===== config.mk =====
export PLATFORM = sky130hd
export DESIGN_NAME = qsup_reset_ctrl
export DESIGN_NICKNAME = d
export VERILOG_FILES = /design/src/rtl/qsup_pkg.sv /design/src/rtl/qsup_fault_detect.sv /design/src/rtl/qsup_stretch_chan.sv /design/src/rtl/qsup_reset_ctrl.sv
export SDC_FILE = /design/constraint.sdc
export NUM_CORES = 1
export LEC_CHECK = 0
export BUFFER_PORTS_ARGS = -buffer_cell sky130_fd_sc_hd__buf_2
export CAP_MARGIN = 20
export CORE_MARGIN = 4
export CORE_UTILIZATION = 50
export DETAILED_ROUTE_END_ITERATION = 6
export HOLD_SLACK_MARGIN = 0.06
export PLACE_DENSITY_LB_ADDON = 0.12
export SLEW_MARGIN = 10
export SYNTH_ARGS = -nofsm -noshare
export SYNTH_HDL_FRONTEND = slang
export SYNTH_HIERARCHICAL = 1
export SYNTH_SLANG_ARGS = --single-unit

===== constraint.sdc =====
create_clock -name clk -period 3.6 [get_ports clk]
set_input_delay 0.18 -clock clk [delete_from_list [all_inputs] [get_ports clk]]
set_output_delay 0.18 -clock clk [all_outputs]
set_load 0.05 [all_outputs]

===== src/rtl/qsup_pkg.sv =====
// Shared helpers for the quad supervisory reset controller.
// Assumes the hold code doubles the base tick count for each step.
package qsup_pkg;

    // Number of timebase ticks that a given hold code selects.
    function automatic int unsigned hold_ticks(input logic [1:0] code,
                                               input int unsigned base);
        return base << code;
    endfunction

endpackage


===== src/rtl/qsup_fault_detect.sv =====
// Per-channel out-of-limit decode.
// Assumes comparator levels are already synchronized; 1 means above threshold.
module qsup_fault_detect #(
    parameter int NUM_CH = 4
) (
    input  logic [NUM_CH-1:0] cmp_level,
    input  logic [NUM_CH-1:0] pol_ov,
    output logic [NUM_CH-1:0] fault
);

    // OV channels fault on a high level and UV channels fault on a low level.
    always_comb begin
        for (int i = 0; i < NUM_CH; i++) begin
            fault[i] = pol_ov[i] ? cmp_level[i] : ~cmp_level[i];
        end
    end

endmodule


===== src/rtl/qsup_stretch_chan.sv =====
// One channel's reset stretcher. It holds the channel active while its
// source is present, then for LIMIT ticks afterwards.
// Assumes limit is nonzero and tick is a single-cycle strobe.
module qsup_stretch_chan #(
    parameter int CNT_W = 8
) (
    input  logic             clk,
    input  logic             rst_n,
    input  logic             tick,
    input  logic             src,
    input  logic [CNT_W-1:0] limit,
    output logic             active
);

    logic [CNT_W-1:0] cnt;

    // Source sets and clears the count; ticks advance it until the limit releases.
    always_ff @(posedge clk) begin
        if (!rst_n) begin
            active <= 1'b1;
            cnt    <= '0;
        end else if (src) begin
            active <= 1'b1;
            cnt    <= '0;
        end else if (active && tick) begin
            if (cnt >= limit - CNT_W'(1)) begin
                active <= 1'b0;
                cnt    <= '0;
            end else begin
                cnt <= cnt + CNT_W'(1);
            end
        end
    end

endmodule


===== src/rtl/qsup_reset_ctrl.sv =====
// Quad supervisory reset controller top.
// It combines manual reset, watchdog expiry and gated voltage faults into
// one source per channel, then stretches each channel independently.
// Outputs model open-drain drivers: 0 pulls low, 1 means released.
module qsup_reset_ctrl #(
    parameter int NUM_CH     = 4,
    parameter int BASE_TICKS = 25
) (
    input  logic              clk,
    input  logic              rst_n,
    input  logic              tick_1ms,
    input  logic [NUM_CH-1:0] cmp_level,
    input  logic              mr_n,
    input  logic              wdt_expire,
    input  logic [NUM_CH-1:0] trig_en,
    input  logic [NUM_CH-1:0] pol_ov,
    input  logic [1:0]        hold_sel,
    output logic [NUM_CH-1:0] rst_out_n,
    output logic [NUM_CH-1:0] fault_stat
);

    localparam int HOLD_MAX = BASE_TICKS * 8;
    localparam int CNT_W    = $clog2(HOLD_MAX + 1);

    logic [NUM_CH-1:0] fault;
    logic [NUM_CH-1:0] src;
    logic [NUM_CH-1:0] active;
    logic [CNT_W-1:0]  hold_limit;

    qsup_fault_detect #(.NUM_CH(NUM_CH)) u_detect (
        .cmp_level (cmp_level),
        .pol_ov    (pol_ov),
        .fault     (fault)
    );

    // Hold length in ticks for the selected code.
    always_comb begin
        hold_limit = CNT_W'(qsup_pkg::hold_ticks(hold_sel, BASE_TICKS));
    end

    // Hardwired sources reach every channel; voltage faults pass only when enabled.
    always_comb begin
        for (int i = 0; i < NUM_CH; i++) begin
            src[i] = ~mr_n | wdt_expire | (trig_en[i] & fault[i]);
        end
    end

    generate
        for (genvar g = 0; g < NUM_CH; g++) begin : g_chan
            qsup_stretch_chan #(.CNT_W(CNT_W)) u_stretch (
                .clk    (clk),
                .rst_n  (rst_n),
                .tick   (tick_1ms),
                .src    (src[g]),
                .limit  (hold_limit),
                .active (active[g])
            );
        end
    endgenerate

    // Volatile status: register the live fault condition, ignoring enables.
    always_ff @(posedge clk) begin
        if (!rst_n) fault_stat <= '0;
        else        fault_stat <= fault;
    end

    // Drive low while a channel is active, release otherwise.
    always_comb begin
        rst_out_n = ~active;
    end

endmodule


* Word-level counts from Yosys, hierarchy flattened
Index checks and enable logic that the tools add are counted.
Operators by class: bitwise operators 16, add/sub/neg operators 5, reductions and logical operators 12, muxes and demuxes 8, magnitude comparators 4, shift-type cells 1
Operators with widths (count):
- $add 8x1->8 const B | 4
- $ge 8x8->1 | 4
- $mux 8 | 4
- $reduce_and 2->1 | 4
- $reduce_or 2->1 | 4
- $shl 5x2->8 const A | 1
- $sub 8x1->8 const B | 1
- $not 1->1 | 6
- $or 1x1->1 | 5
- $and 1x1->1 | 4
- $logic_and 1x1->1 | 4
- $mux 1 | 4
- $not 4->4 | 1
Word-level totals: flip-flop bits (word level) 40, word-level logic and storage cells 55, bits of input ports 19, output and inout bits 8

* Logic depth before layout (Yosys ltp)
depth after elaboration 5, gate-level depth with buffers 11, depth with buffers taken out 11

* Cells and area by module
The synthesis kept the hierarchy.
By module, submodules not included:
- qsup_stretch_chan | seq. area each 180.2 µm², instances 4, cells each 80, area an instance 721.9 µm²
- qsup_reset_ctrl | seq. area each 80.1 µm², instances 1, cells each 28, area an instance 225.2 µm²
- qsup_fault_detect | seq. area each 0.0 µm², instances 1, cells each 4, area an instance 35.0 µm²

* Worst setup path before layout
OpenSTA, ideal clock, no wires.
kind input -> register, from input hold_sel[1], to register g_chan[0].u_stretch.active, library setup time 0.130 ns, stages 11, data required time 3.470 ns, buffers on the path 0, data arrival time 2.502 ns, slack 0.968 ns, cell sequence inv_1 -> ha_1 -> inv_1 -> nor4_1 -> nand2_1 -> xor2_1 -> ha_1 -> nand4_1 -> nor2_1 -> o2bb2ai_2 -> o21ai_1
Between the ends: cells in the longest elaborated chain, start to end 4
Ends and longest elaborated chain:
- start: declaration | RTL line qsup_reset_ctrl.sv:17 | input logic [1:0] hold_sel,
- $shl 5x2->8 | RTL line qsup_pkg.sv:8 | return base << code;
- via hold_limit[5] | RTL line qsup_reset_ctrl.sv:28 | logic [CNT_W-1:0] hold_limit;
- $sub 8x1->8 | RTL line qsup_stretch_chan.sv:26 | if (cnt >= limit - CNT_W'(1)) begin
- $ge 8x8->1 | RTL line qsup_stretch_chan.sv:26
- $reduce_and 2->1 (no line)
- end signal: assignment | RTL line qsup_stretch_chan.sv:20 | active <= 1'b1;
- end signal: assignment | RTL line qsup_stretch_chan.sv:23 | active <= 1'b1;
- end signal: assignment | RTL line qsup_stretch_chan.sv:27 | active <= 1'b0;
- end: declaration | RTL line qsup_stretch_chan.sv:12 | output logic active
The timed path passes the listed nets, and every way through them passes these cells. A chain may end at the register's enable or synchronous reset.

* Worst setup path after layout
from input hold_sel[1], to register g_chan[1].u_stretch.active
Between the ends: cells in the longest elaborated chain, start to end 4
Ends and longest elaborated chain (RTL line):
- $shl 5x2->8 | qsup_pkg.sv:8
- via hold_limit[4] | qsup_reset_ctrl.sv:28
- $sub 8x1->8 | qsup_stretch_chan.sv:26
- $ge 8x8->1 | qsup_stretch_chan.sv:26
- $reduce_and 2->1 (no line)
- end signal: assignment | qsup_stretch_chan.sv:20
- end signal: assignment | qsup_stretch_chan.sv:23
- end signal: assignment | qsup_stretch_chan.sv:27
- end: declaration | qsup_stretch_chan.sv:12
The timed path passes the listed nets, and every way through them passes these cells.

==> impl_metrics.sql <==
INSERT INTO impl_metrics (metric_group, metric, value, unit) VALUES
('outcome', 'run_status', 'finished, final reports clean', ''),
('global_routing', 'wire_length_of_the_first_global_routing_pass', '11.1', 'mm'),
('synthesis', 'synth.top_cell.area_share', '25.4', '%'),
('floorplanning', 'fp.dieW', '87.3', 'µm'),
('worst_setup_path', 'rr_startpoint', 'g_chan[2].u_stretch/cnt[2]$_SDFFE_PP0P_', ''),
('cts', 'cts_tree', 'yes', ''),
('cts', 'post_cts_hold_buffer_count', '0', ''),
('worst_setup_path', 'worst-endpoint-arrival', '2.83', 'ns'),
('cts', 'cts_setup_buffers', '0', ''),
('placement', 'numPortBuffers', '26', ''),
('drt', 'vias_per_cell', '5.33', ''),
('floorplanning', 'ioPinCount', '27', ''),
('floorplanning', 'chipHeight', '87.3', 'µm'),
('synthesis', 'mappedNetlistNets', '415', ''),
('timing', 'timing.final.crit_period', '2.67', 'ns'),
('min_path', 'hold_path.class', 'input pin to register', ''),
('cts', 'htree_num_levels', '2', ''),
('cells_and_area', 'area_delta_synth_final', '10.5', '%'),
('floorplanning', 'rows', '28', ''),
('worst_setup_path', 'cpLargestDelayFamily', 'buffers and inverters', ''),
('power_and_ir_drop', 'power', '950', 'µW'),
('synthesis', 'async_reset_ff_share', '0', '%'),
('cts', 'clk_latency', '0.29', 'ns'),
('power_and_ir_drop', 'cellPowerDensity', '273', 'nW/µm²'),
('worst_setup_path', 'cp.required', '3.77', 'ns'),
('drt', 'route.detailed.wl_per_inst', '13.0', 'µm'),
('timing', 'worst_slew_margin_rel', '55.5', '%'),
('synthesis', 'postSynthRegisterBits', '40', ''),
('global_routing', 'grt.total_usage', '17.8', '%'),
('timing', 'clock-skew-final', '0.00192', 'ns'),
('global_routing', 'grt_antenna_before_repair', '0', ''),
('synthesis', 'synth.largest_area_cell', 'dfxtp_1', ''),
('floorplanning', 'initial_utilization', '52.2', '%'),
('cells_and_area', 'antenna-diode-count', '0', ''),
('worst_setup_path', 'critical-path-slowest-cell', 'o2bb2ai_2', ''),
('placement', 'finalWeightedCongestion', '0.793', ''),
('worst_setup_path', 'r2r-end', 'g_chan[2].u_stretch/cnt[3]$_SDFFE_PP0P_', ''),
('global_routing', 'grt_max_degree', '21', ''),
('drt', 'firstDrtPassIters', '4', ''),
('worst_setup_path', 'max_stage_delay', '0.45', 'ns'),
('timing', 'maxSlewViolCount', '0', ''),
('cts', 'cts_buffers', '5', ''),
('worst_setup_path', 'reg2regPathDepth', '5', ''),
('worst_setup_path', 'path_depth', '12', ''),
('global_routing', 'grt_pass1_vias', '2396', ''),
('worst_setup_path', 'cp-start-kind', 'input pin', ''),
('drt', 'drt.antenna.violating_nets', '0', ''),
('cells_and_area', 'drive_gt1_share', '14.2', '%'),
('cts', 'root_buffer', 'clkbuf_8', ''),
('worst_setup_path', 'endpoint', 'g_chan[1].u_stretch/active$_SDFFE_PP1P_', ''),
('synthesis', 'synth_edf_count', '0', ''),
('cells_and_area', 'mostFrequentLayoutCells', 'ha_1, dfxtp_1, xnor2_1', ''),
('global_routing', 'aggregate_global_routing_overflow', '0', ''),
('synthesis', 'synth_cells', '352', ''),
('cts', 'clockBufferDepth', '2', ''),
('synthesis', 'netlist-cell-type-count', '27', ''),
('placement', 'dpl-instance-area', '3390', 'µm²'),
('timing', 'tightest_slew', '0.668', 'ns'),
('power_and_ir_drop', 'total_leakage_power', '1.35', 'nW'),
('synthesis', 'postSynth.topFlopCell', 'dfxtp_1', ''),
('synthesis', 'syn_area_per_cell', '8.94', 'µm²'),
('floorplanning', 'floorplan.die_area', '7630', 'µm²'),
('synthesis', 'synth_top_cells_by_area', 'dfxtp_1, ha_1, xnor2_1', ''),
('timing', 'rsz_0062_raised_after_global_routing', 'false', ''),
('timing', 'setup_slack', '0.935', 'ns'),
('power_and_ir_drop', 'max_vdd_drop', '0.159', 'mV'),
('cts', 'cts-resized-gates', '0', ''),
('timing', 'whs', '0.177', 'ns'),
('cells_and_area', 'final_design_area_excluding_fillers', '3480', 'µm²'),
('worst_setup_path', 'ff2ff_setup_slack', '2.01', 'ns'),
('worst_setup_path', 'end_kind', 'register', '');
worst register-to-register path, cell delays in order, from the launching register on:
cell and delay, ns:
dfxtp_1 0.41, ha_1 0.27, a211oi_1 0.23, o21ai_1 0.11, o2bb2ai_2 0.22, nor3b_1 0.26
area by class of cell:
class                      instances  area [µm²]  share of cell area (%)
clock buffer                       8        90.1                    2.59
inverter                          27         101                    2.91
multi-input combinational        285        2250                    64.6
sequential                        40         801                    23.0
tap                               75        93.8                    2.70
timing repair buffer              28         145                    4.17
worst min-delay path by stage:
| stage | slack, ns | endpoint | startpoint | cells after the start |
|---|---|---|---|---|
| final | 0.18 | fault_stat[1]$_SDFF_PN0_ | rst_n | 2 |
| after global routing | 0.19 | fault_stat[0]$_SDFF_PN0_ | rst_n | 2 |
| after CTS | 0.16 | fault_stat[0]$_SDFF_PN0_ | rst_n | 2 |
| after detailed placement | 0.48 | fault_stat[3]$_SDFF_PN0_ | rst_n | 2 |
| after global placement | 0.48 | fault_stat[1]$_SDFF_PN0_ | rst_n | 2 |
| after floorplan | 0.31 | fault_stat[0]$_SDFF_PN0_ | rst_n | 1 |
Yosys cell counts (all sizes together) (8+ instances only):
| cell | n |
|---|---|
| xor2 | 16 |
| nand2 | 36 |
| ha | 44 |
| nor3b | 32 |
| inv | 27 |
| nor2b | 9 |
| nor2 | 20 |
| nand4 | 8 |
| xnor2 | 40 |
| nor4 | 8 |
| a21oi | 8 |
| nor3 | 12 |
| dfxtp | 40 |
| o21ai | 12 |
| nand3 | 12 |
report_power, final:
group | internal [mW] | switching, mW
clock network | 0.156 | 0.149
registers | 0.447 | 0.00183
logic | 0.0830 | 0.112
state kept, by name (all words and copies together) (netlist names):
name and cells:
g_chan.u_stretch/active 4, fault_stat 4, g_chan.u_stretch/cnt 32
layer usage:
layer | up-vias | GRT usage, % | part of all wire, %
met5 | - | 0 | 0
met3 | 9 | 3.12 | 1.8
li1 | 1305 | - | -
met4 | 0 | 6.14 | 1.4
met1 | 1143 | 23.5 | 49
met2 | 13 | 29.1 | 47
logic make-up after synthesis:
family	after synthesis	share of synthesized area (%)
simple gates	145	29.1
xor+xnor	56	15.6
fa+ha+maj	44	17.5
flops	40	25.4
compound gates	36	7.95
buf+inv	27	3.22
mux	4	1.27
through the flow:
stage / std cells / utilization (%)
after detailed placement: 455 / 56.2
after CTS: 463 / 57.7
after global routing: 463 / 57.7
final: 463 / 57.7
after floorplan: 352 / -
after global placement: 455 / 56.2
No activity file was read; power rests on OpenSTA's default activity.
